### src/rtl/bcr_pkg.sv
package bcr_pkg;
  localparam logic [31:0] ID_WORD    = 32'h0927_2011;
  localparam logic [31:0] FREQ_WORD  = 32'd10_000_000;
  localparam logic [31:0] MAGIC_WORD = 32'h0000_DEAD;

  // word indices (byte offset / 4)
  localparam int IDX_ID   = 0;
  localparam int IDX_FREQ = 1;
  localparam int IDX_LED  = 2;
  localparam int IDX_SW   = 3;
  localparam int IDX_CMD  = 4;

  typedef enum logic [2:0] {
    SEL_NONE,
    SEL_ID,
    SEL_FREQ,
    SEL_LED,
    SEL_SW
  } rdSel_e;

  typedef struct packed {
    logic   rdEn;
    rdSel_e rdSel;
    logic   ledWr;
    logic   cmdWr;
  } strobes_t;
endpackage

### src/rtl/bcr_ctrl.sv
module bcr_ctrl
  import bcr_pkg::*;
#(
  parameter int ADDR_W = 16
) (
  input  logic [ADDR_W-1:0] busAddr,
  input  logic              busWrEn,
  input  logic              busRdEn,
  output strobes_t          strb
);
  localparam int IDX_W = ADDR_W - 2;

  logic [IDX_W-1:0] wordIdx;
  logic             aligned;

  assign wordIdx = busAddr[ADDR_W-1:2];
  assign aligned = (busAddr[1:0] == 2'b00);

  always_comb begin
    strb = '0;
    strb.rdEn  = busRdEn;
    strb.rdSel = SEL_NONE;
    if (aligned) begin
      case (wordIdx)
        IDX_W'(IDX_ID):   strb.rdSel = SEL_ID;
        IDX_W'(IDX_FREQ): strb.rdSel = SEL_FREQ;
        IDX_W'(IDX_LED):  strb.rdSel = SEL_LED;
        IDX_W'(IDX_SW):   strb.rdSel = SEL_SW;
        default:          strb.rdSel = SEL_NONE;
      endcase
      strb.ledWr = busWrEn && (wordIdx == IDX_W'(IDX_LED));
      strb.cmdWr = busWrEn && (wordIdx == IDX_W'(IDX_CMD));
    end
  end
endmodule

### src/rtl/bcr_datapath.sv
module bcr_datapath
  import bcr_pkg::*;
#(
  parameter int LED_W       = 16,
  parameter int SW_W        = 8,
  parameter int SYNC_STAGES = 2
) (
  input  logic             clk,
  input  logic             rstN,
  input  strobes_t         strb,
  input  logic [31:0]      wrData,
  input  logic [SW_W-1:0]  swIn,
  output logic [31:0]      rdData,
  output logic [LED_W-1:0] ledOut,
  output logic             sysRstReq
);
  localparam int LAST = SYNC_STAGES - 1;

  logic [SW_W-1:0]  syncQ [SYNC_STAGES];
  logic [SW_W-1:0]  swReg;
  logic [LED_W-1:0] ledReg;
  logic [31:0]      rdMux;

  always_comb begin
    case (strb.rdSel)
      SEL_ID:   rdMux = ID_WORD;
      SEL_FREQ: rdMux = FREQ_WORD;
      SEL_LED:  rdMux = 32'(ledReg);
      SEL_SW:   rdMux = 32'(swReg);
      default:  rdMux = '0;
    endcase
  end

  always_ff @(posedge clk or negedge rstN) begin
    if (!rstN) begin
      for (int i = 0; i < SYNC_STAGES; i++) syncQ[i] <= '0;
      swReg     <= '0;
      ledReg    <= '0;
      rdData    <= '0;
      sysRstReq <= 1'b0;
    end else begin
      syncQ[0] <= swIn;
      for (int i = 1; i < SYNC_STAGES; i++) syncQ[i] <= syncQ[i-1];
      swReg <= syncQ[LAST];
      if (strb.ledWr) ledReg <= wrData[LED_W-1:0];
      sysRstReq <= strb.cmdWr && (wrData == MAGIC_WORD);
      rdData    <= strb.rdEn ? rdMux : '0;
    end
  end

  assign ledOut = ledReg;
endmodule

### src/rtl/board_ctl_regs.sv
module board_ctl_regs
  import bcr_pkg::*;
#(
  parameter int ADDR_W = 16,
  parameter int LED_W  = 16,
  parameter int SW_W   = 8
) (
  input  logic              clk,
  input  logic              rstN,
  input  logic [ADDR_W-1:0] busAddr,
  input  logic              busWrEn,
  input  logic [31:0]       busWrData,
  input  logic              busRdEn,
  output logic [31:0]       busRdData,
  output logic [LED_W-1:0]  ledOut,
  input  logic [SW_W-1:0]   swIn,
  output logic              sysRstReq
);
  strobes_t strb;

  bcr_ctrl #(.ADDR_W(ADDR_W)) u_ctrl (
    .busAddr (busAddr),
    .busWrEn (busWrEn),
    .busRdEn (busRdEn),
    .strb    (strb)
  );

  bcr_datapath #(.LED_W(LED_W), .SW_W(SW_W), .SYNC_STAGES(2)) u_dp (
    .clk       (clk),
    .rstN      (rstN),
    .strb      (strb),
    .wrData    (busWrData),
    .swIn      (swIn),
    .rdData    (busRdData),
    .ledOut    (ledOut),
    .sysRstReq (sysRstReq)
  );
endmodule

### config.mk
export PLATFORM = sky130hd
export DESIGN_NAME = board_ctl_regs
export DESIGN_NICKNAME = d
export VERILOG_FILES = /design/src/rtl/bcr_pkg.sv /design/src/rtl/bcr_ctrl.sv /design/src/rtl/bcr_datapath.sv /design/src/rtl/board_ctl_regs.sv
export SDC_FILE = /design/constraint.sdc
export NUM_CORES = 1
export LEC_CHECK = 0
export ABC_AREA = 1
export BUFFER_PORTS_ARGS = -buffer_cell sky130_fd_sc_hd__buf_2
export CORE_UTILIZATION = 47
export DETAILED_ROUTE_END_ITERATION = 8
export GPL_TIMING_DRIVEN = 0
export PLACE_DENSITY = 0.8
export SYNTH_ARGS = -nofsm -noshare
export SYNTH_HDL_FRONTEND = slang
export SYNTH_SLANG_ARGS = --single-unit
### constraint.sdc
create_clock -name clk -period 1.05 [get_ports clk]
set_input_delay 0.1575 -clock clk [delete_from_list [all_inputs] [get_ports clk]]
set_output_delay 0.1575 -clock clk [all_outputs]
set_load 0.02 [all_outputs]
==> run metrics, run 1 <==
Worst-Skew Late Latency=0.34 ns; Critical Path RT=0.89 ns; # DRC=0; Via density=4.66; hold_sp=busWrData[30]; instance area at placement=0.00315 mm²; Design Area, Final=0.00383 mm²; Max Cap Violations=0; clock root cell=clkbuf_8; Synth Area in Adders=0%; Routed Antenna Nets=0; dpl hpwl=3980 µm; P_leak=2.07 nW; setup TNS=-1.18 ns; DR vias=2158; Synth Area in Simple Gates=25.7%; row cnt=26; Routed WL per cell=13.7 µm; Final Hold Vio Count=0; unrepaired setup endpoints after global routing=yes; CP max stage delay=0.45 ns; fin. max-slew vios=0; FF-to-FF End=u_dp.rdData[7]; setup ws final=-0.174 ns; initial antenna violation count=0; WS Path Type=reg2out; Total GRT Usage=23.2%; fin crit share=117%; syn_area_per_cell=10.3 µm²; commonest cells after routing, fill and taps aside=buf_2 (68), dfrtp_1 (58), nand2_1 (44); die width=75.1 µm; Hold Crit Class=in2reg; CP max-delay cell=dfrtp_2; sequential share of the synthesized area=58.8%; outcome=complete, but fails checks; drt total wl=6330 µm; pre-CTS WS=-0.338 ns; Max Clk Rate=817 MHz; Min-Delay Path Depth=4; Post-Synth XOR/XNOR Area=0%; yosys warns=0; FF-to-FF path depth=3; flop-to-flop setup slack=0.10 ns; vias in the first global route=1997; Die Y=75.1 µm; worst r2r src=u_dp.ledOut[7]; Yosys cell types=27; mux cell area share after synthesis=0%; Setup crit start kind=flop; Core ar.=0.00514 mm²; Max rail drop VDD=0.000980 V; crit-path cells=buf_4 > buf_6; CTS tree=built; CP Data Arrival Time=1.07 ns; Starting Density=48.9%; Tmin final=1.22 ns; worst-case clock buffer depth=2; H-tree depth=3; area of the multi-input gates=816 µm²; clk sink count=59; first-pass GRT wire length=9270 µm; I/O pin total=109; Total Nets Final=450; Setup Viol. Count Final=10; Crit. End Element=output pin; First DRT Iteration DRCs=104; WHS Endpoint=u_dp.sysRstReq; Final Skew=0.00542 ns; largest net degree at the start of global routing=60; die area=0.00564 mm²; GP Congestion=0.815; GR Overflow Total=0; number of buffers created by CTS=9; drt pass-1 iters=4; IO buf count=99; Post-Syn Instances=243; failing checks=setup timing; Antenna diodes=0; critical path peak fanout=6; synthesized flop and latch total=59; pwr/cell area=1220 mW/mm²; sequential cell area=0.00148 mm²; Fill cells=348; Synth Area in Compound Gates=4.68%; main combinational cell family by area after synthesis=simple AND/OR/NAND/NOR gates; commonest non-fill, non-tap cell in the layout=buf_2; Reg clk slew, reported paths=0.07 ns; share of cells above drive strength 1=49.1%; synthesized area=0.00251 mm²; synth-to-layout area growth=52.6%
per-stage QoR:
step / utilization, % / cells / hold WS [ns] / power [mW]
after floorplan: - / 249 / -0.138 / 2.52
after global placement: 61.3 / 418 / 0.265 / 2.69
after detailed placement: 61.3 / 418 / 0.267 / 2.70
after CTS: 70.9 / 455 / 0.0433 / 4.68
after global routing: 74.6 / 463 / 0.0589 / 4.83
final: 74.6 / 463 / 0.0569 / 4.67
report_power, final:
part / switching, mW / internal (mW) / leakage (nW)
clock network: 0.835 / 1.13 / 0.0950
registers: 0.0110 / 2.32 / 0.767
logic: 0.208 / 0.166 / 1.21
timing repair:
action / CTS / global route
pin swaps: 0 / 4
hold buffers: 8 / 1
endpoints found under the setup margin: 25 / 49
setup buffers: 15 / 6
resized for setup: 40 / 31
endpoints found under the hold margin: 8 / 15
per-layer routing:
layer / routed length, µm / up-vias / track usage, % / share of wire (%)
met5: 0 / - / 0 / 0
met4: 86 / 0 / 7.13 / 1.4
met3: 459 / 14 / 9.91 / 7.3
met2: 3440 / 97 / 41.8 / 54
met1: 2340 / 1009 / 24.6 / 37
li1: - / 1038 / - / -
cell families after synthesis:
kind of cell / Yosys count
other: 1
AO/OA/AOI/OAI: 16
flip-flops: 59
AND/OR/NAND/NOR: 121
buffers and inverters: 46
cell type report:
type,instances,area share [%]
inverters,27,3.04
repair buffers,130,25.3
multi-input cells,144,21.3
flip-flops and latches,59,38.5
clock buffers,11,3.69
well taps,70,2.28
plain buffers,19,4.83
clock inverters,3,1.04
worst max-delay path by stage:
stage / end / start / slack [ns]
final: busRdData[21] / u_dp.rdData[24] / -0.17
after global placement: u_dp.rdData[3] / busAddr[0] / -0.30
after detailed placement: u_dp.rdData[3] / busAddr[0] / -0.34
after global routing: busRdData[21] / u_dp.rdData[24] / -0.22
after CTS: busRdData[27] / u_dp.rdData[24] / -0.18
after floorplan: u_dp.ledOut[3] / busAddr[2] / -0.08
cells in the mapped netlist:
cell / instances / area, µm²
a21oi_1: 6 / 30.0
a21oi_2: 1 / 8.76
buf_4: 15 / 113
buf_6: 3 / 33.8
buf_8: 1 / 15.0
clkinv_2: 1 / 5.00
conb_1: 1 / 3.75
dfrtp_1: 59 / 1480
inv_1: 24 / 90.1
inv_2: 1 / 3.75
inv_6: 1 / 8.76
nand2_1: 45 / 169
nand2_2: 7 / 43.8
nand2_4: 4 / 45.0
nand3_1: 10 / 50.1
nand3_2: 2 / 20.0
nand3_4: 1 / 17.5
nand4_1: 8 / 50.1
nor2_1: 26 / 97.6
nor2_2: 5 / 31.3
nor2_4: 3 / 33.8
nor2_8: 2 / 40.0
nor3_1: 2 / 10.0
nor4_1: 5 / 31.3
o2111ai_1: 1 / 8.76
o21ai_2: 8 / 70.1
or2_2: 1 / 6.26
sequential cells by signal (all words and copies together) (netlist names):
name	cells
u_dp.syncQ	16
u_dp.sysRstReq	1
u_dp.rdData	18
u_dp.swReg	8
u_dp.ledOut	16
worst max-delay path: cells and delay by family, from the launching register on:
kind     cells  cell delay, ns
flops        1            0.45
buf+inv      2            0.27
No activity file was read; power rests on OpenSTA's default activity.
==> run 2: changes to the inputs <==
BUFFER_PORTS_ARGS = -buffer_cell sky130_fd_sc_hd__buf_4   (was -buffer_cell sky130_fd_sc_hd__buf_2)
CTS_CLUSTER_DIAMETER = 80   (was not set)
==> run metrics, run 2 (synthesized netlist as in run 1, its figures left out) <==
WS Path Type=reg2out; met1 WL=2330 µm (-0.77%); setup TNS=-0.961 ns (+0.224 ns); pwr/cell area=1170 mW/mm² (-4.0%); Reg clk slew, reported paths=0.06 ns (about the same); internal power=3.67 mW (+1.5%); Max Cap Violations=0 (unchanged); initial antenna violation count=0 (unchanged); WP buf/inv=2 (unchanged); hold_sp=busWrData[30]; first-pass GRT wire length=9070 µm (-2.1%); Slew @ Worst Pin=0.528 ns; commonest non-fill, non-tap cell in the layout=buf_4; setup ws final=-0.149 ns (+0.0250 ns); CP startpoint=u_dp.rdData[24]; Sequential Power Share=49.7% (-0.3 points); Sw Share=21.9% (-0.70 points); P_leak=2.13 nW (+3.1%); Worst-Skew Late Latency=0.33 ns (about the same); Die Y=75.1 µm (unchanged); combinational share of power=9.1% (+1.1 points); Setup Viol. Count Final=9 (-1); relative slew slack=64.8%; IO buf count=99 (unchanged); max reg flops=18 (unchanged); drt pass-1 iters=4 (unchanged); crit-path cells=buf_4 > buf_6; Antenna diodes=0 (unchanged); met3 WL post-DR=529 µm (+15%); WL met2=3140 µm (-8.7%); outcome=complete, but fails checks; Final Skew=0.00992 ns (+0.00450 ns); CTS tree=built; clk sink count=59 (unchanged); dpl hpwl=4000 µm (+0.48%); H-tree depth=3 (unchanged); share of cells above drive strength 1=50.1% (+1.0 points); CP Data Arrival Time=1.04 ns (-0.03 ns); GR Overflow Total=0 (unchanged); CP max stage delay=0.44 ns (about the same); die width=75.1 µm (unchanged); row cnt=26 (unchanged); clock root cell=clkbuf_8; Max rail drop VDD=0.00128 V (+31%); Routed Antenna Nets=0 (unchanged); largest net degree at the start of global routing=60 (unchanged); die area=0.00564 mm² (unchanged); worst hold slack=0.0671 ns (+0.0102 ns); unrepaired setup endpoints after global routing=yes; Routed WL per cell=13.2 µm (-3.5%); Psw=1.03 mW (-2.5%); worst-case clock buffer depth=2 (unchanged); worst r2r src=u_dp.ledOut[7]; vias in the first global route=2071 (+3.7%); CP delay by family, top=flip-flops; pre-CTS WS=-0.352 ns (-0.0142 ns); Crit. End Element=output pin; critical path peak fanout=6 (unchanged); GP Congestion=0.870 (+6.8%); Final Power=4.69 mW (+0.61%); Max Clk Rate=834 MHz (+2.1%); DR top layer=met4; synth-to-layout area growth=59.9%; commonest cells after routing, fill and taps aside=buf_4 (111), dfrtp_1 (58), nand2_1 (44); Core ar.=0.00514 mm² (unchanged); Setup crit start kind=flop; Final Hold Vio Count=0 (unchanged); fin util=78.1% (+3.6 points); Hold Crit Class=in2reg; fin crit share=114% (-2.4 points); clock power share=41.2% (-0.8 points); drt total wl=6160 µm (-2.7%); fin. max-slew vios=0 (unchanged); Tmin final=1.20 ns (-0.0250 ns); DR vias=2212 (+2.5%); # DRC=0 (unchanged); Biggest register=u_dp.rdData; number of buffers created by CTS=9 (unchanged); CP max-delay cell=dfrtp_2; First DRT Iteration DRCs=81 (-22%); Via density=4.74 (+1.6%); failing checks=setup timing; Total GRT Usage=22.4% (-0.80 points); I/O pin total=109 (unchanged); Starting Density=48.9% (unchanged); Total Nets Final=454 (+0.89%); Critical Path RT=0.89 ns (about the same)
==> run 2: changes by cell type in the layout (fill, tap and decap cells not counted), sizes merged <==
cell	previous run	this run
clkbuf	11	12
buf	140	143
==> run 2: stage by stage <==
stage | cells | area, µm²
6_report | 467 | 4020
5_1_grt | 467 | 4020
3_3_place_gp | 418 | 3400
2_1_floorplan | 249 | 2570
4_1_cts | 455 | 3840
3_5_place_dp | 418 | 3400
==> run 2: layout make-up <==
cell class | count | area, µm²
Inverter | 27 | 110
Clock buffer | 11 | 141
Sequential cell | 59 | 1480
Clock inverter | 3 | 40.0
Timing Repair Buffer | 134 | 1150
Multi-Input combinational cell | 144 | 826
Buffer | 19 | 185
Tap cell | 70 | 87.6
Fill cell | 344 | 1120
==> run 2: power groups by stage <==
| stage | clock [mW] | combinational [mW] | sequential, mW |
|---|---|---|---|
| detailed placement | 0 | 0.387 | 2.37 |
| finish | 1.93 | 0.428 | 2.33 |
| CTS | 1.96 | 0.417 | 2.33 |
| global placement | 0 | 0.380 | 2.37 |
| global route | 2.06 | 0.467 | 2.34 |
| floorplan | 0 | 0.146 | 2.37 |
==> run 2: worst paths after layout <==
check / slack [ns] / to / depth (start not counted)
max in group asynchronous: 0.30 / u_dp.rdData[24] / 2
worst max-delay path: -0.15 / busRdData[17] / 2
worst max register to register: 0.08 / u_dp.rdData[7] / 3
worst min register to register: 0.35 / u_dp.syncQ[0] / 0
min in group asynchronous: 0.36 / u_dp.ledOut[15] / 2
worst min-delay path: 0.07 / u_dp.sysRstReq / 4
==> run 2: per-layer routing <==
| layer | GRT usage, % | up-vias |
|---|---|---|
| li1 | - | 1050 |
| met1 | 25.4 | 1028 |
| met2 | 38.1 | 117 |
| met3 | 6.43 | 17 |
| met4 | 12.6 | 0 |
| met5 | 0 | - |
==> run 2: worst min-delay path, delay by kind of cell <==
kind	cells	cell delay [ns]
buffers and inverters	1	0.07
and+or+nand+nor	3	0.12
==> run 2: timing repair <==
action,CTS,global route
setup buffers,14,11
gates cloned,0,1
pin swaps,0,3
hold endpoints to repair,67,0
endpoints found under the setup margin,24,101
hold buffers,9,0
gates resized for setup,17,16
==> run 3: changes to the inputs <==
clock period = 1.2 ns   (was 1.05 ns; I/O delays follow)
==> run metrics, run 3 (synthesized netlist as in run 1, its figures left out) <==
GP Congestion=0.870 (about the same); max reg flops=18 (unchanged); Biggest register=u_dp.rdData; Die Y=75.1 µm (unchanged); share of cells above drive strength 1=46.1% (-4.0 points); CP Data Arrival Time=1.05 ns (about the same); clock power share=42.8% (+1.6 points); drt total wl=5570 µm (-9.6%); Total Nets Final=428 (-5.7%); Routed Antenna Nets=0 (unchanged); Starting Density=48.9% (unchanged); CTS tree=built; Max rail drop VDD=0.000927 V (-28%); row cnt=26 (unchanged); synth-to-layout area growth=46.7%; H-tree depth=3 (unchanged); Sequential Power Share=48.8% (-0.9 points); DR vias=2028 (-8.3%); Slew @ Worst Pin=0.709 ns (+0.182 ns); # DRC=0 (unchanged); relative slew slack=52.7% (-12 points); Setup crit start kind=flop; fin. max-slew vios=0 (unchanged); Setup Viol. Count Final=5 (-4); Final Skew=0.00621 ns (-0.00371 ns); final cell count without fillers=443 (-5.1%); setup ws final=-0.0267 ns (+0.122 ns); dpl hpwl=4120 µm (+3.0%); Crit. End Element=output pin; Antenna diodes=0 (unchanged); Worst-Skew Late Latency=0.33 ns (about the same); first-pass GRT wire length=8740 µm (-3.6%); Psw=0.956 mW (-6.9%); number of buffers created by CTS=9 (unchanged); fin crit share=102%; largest net degree at the start of global routing=60 (unchanged); clock root cell=clkbuf_8; critical path peak fanout=6 (unchanged); DP Cell Count=418 (unchanged); Critical Path RT=1.02 ns (+0.13 ns); die area=0.00564 mm² (unchanged); I/O pin total=109 (unchanged); commonest non-fill, non-tap cell in the layout=buf_4; Reg clk slew, reported paths=0.07 ns (about the same); combinational share of power=8.4% (-0.7 points); vias in the first global route=1950 (-5.8%); Routed WL per cell=12.6 µm (-4.7%); internal power=3.22 mW (-12%); Tmin final=1.23 ns; die width=75.1 µm (unchanged); Via density=4.58 (-3.4%); initial antenna violation count=0 (unchanged); fin util=71.7% (-6.4 points); pwr/cell area=1130 mW/mm² (-3.0%); Final Hold Vio Count=0 (unchanged); Total GRT Usage=21.8% (-0.62 points); Max Cap Violations=0 (unchanged); worst hold slack=0.0911 ns (+0.0241 ns); drt pass-1 iters=4 (unchanged); WS Path Type=reg2out; GR Overflow Total=0 (unchanged); First DRT Iteration DRCs=78 (-3.7%); failing checks=setup timing; Hold Crit Class=in2reg; IO buf count=99 (unchanged); worst-case clock buffer depth=2 (unchanged); Fill cells=406 (+18%); Core ar.=0.00514 mm² (unchanged); unrepaired setup endpoints after global routing=yes; # Post-CTS Setup Buffers=0 (-14); Sw Share=22.9% (+1.0 points); clk sink count=59 (unchanged); P_leak=1.98 nW (-7.2%); outcome=complete, but fails checks; commonest cells after routing, fill and taps aside=buf_4 (107), dfrtp_1 (58), nand2_1 (45); Max Clk Rate=815 MHz
-- run 3: changes by cell type in the layout (fill, tap and decap cells not counted), moves of 2 or more --
cell,before,now
buf_6,28,10
buf_4,111,107
nor2_1,23,26
buf_12,2,0
clkinv_4,0,2
nor2_4,5,3
-- run 3: worst paths after layout --
check,startpoint,to,slack (ns),cells past startpoint
setup / recovery,u_dp.rdData[24],busRdData[27],-0.03,2
hold / removal,busWrData[6],u_dp.ledOut[6],0.09,3
setup reg to reg,u_dp.ledOut[7],u_dp.rdData[7],0.31,2
hold reg to reg,u_dp.syncQ[7],u_dp.swReg[7],0.35,0
max in group asynchronous,rstN,u_dp.rdData[24],0.27,2
min in group asynchronous,rstN,u_dp.rdData[14],0.44,2
-- run 3: what timing repair did --
action                                 CTS  global route
endpoints found under the hold margin   67             0
hold buffers                             9             0
resized for setup                        6             2
setup endpoints to repair                5             7
-- run 3: routing by layer --
layer,up-vias,share of wire [%],global-route usage [%]
li1,998,-,-
met1,928,39,25.0
met2,88,51,37.1
met3,14,7.7,6.02
met4,0,2.1,11.7
met5,-,0,0
-- run 3: worst max-delay path, stage by stage (launching register included) --
cell,delay (ns)
dfrtp_2,0.45
buf_4,0.15
buf_6,0.12
-- run 3: final cells by class --
type | count | area, µm² | share of cell area [%]
plain buffers | 19 | 161 | 4.38
flip-flops and latches | 59 | 1480 | 40.1
clock buffers | 10 | 138 | 3.73
inverters | 27 | 108 | 2.92
repair buffers | 108 | 860 | 23.3
well taps | 70 | 87.6 | 2.38
multi-input cells | 144 | 790 | 21.4
clock inverters | 6 | 65.1 | 1.77
-- run 3: metrics by stage --
stage	setup TNS, ns	power (mW)	instance area (µm²)	setup WS, ns
after floorplan	0	2.19	2530	0.0245
after global placement	-3.18	2.40	3370	-0.185
after detailed placement	-3.90	2.41	3370	-0.183
after CTS	-0.213	4.23	3680	-0.0451
after global routing	-0.337	4.33	3690	-0.0714
final	-0.121	4.18	3690	-0.0267
-- run 3: power groups by stage --
| stage | Sequential (mW) | Clock, mW | Combinational (mW) |
|---|---|---|---|
| 6_report | 2.04 | 1.79 | 0.350 |
| 5_1_grt | 2.04 | 1.90 | 0.384 |
| 4_1_cts | 2.04 | 1.83 | 0.353 |
| 3_5_place_dp | 2.08 | 0 | 0.330 |
| 3_3_place_gp | 2.07 | 0 | 0.321 |
| 2_1_floorplan | 2.07 | 0 | 0.119 |
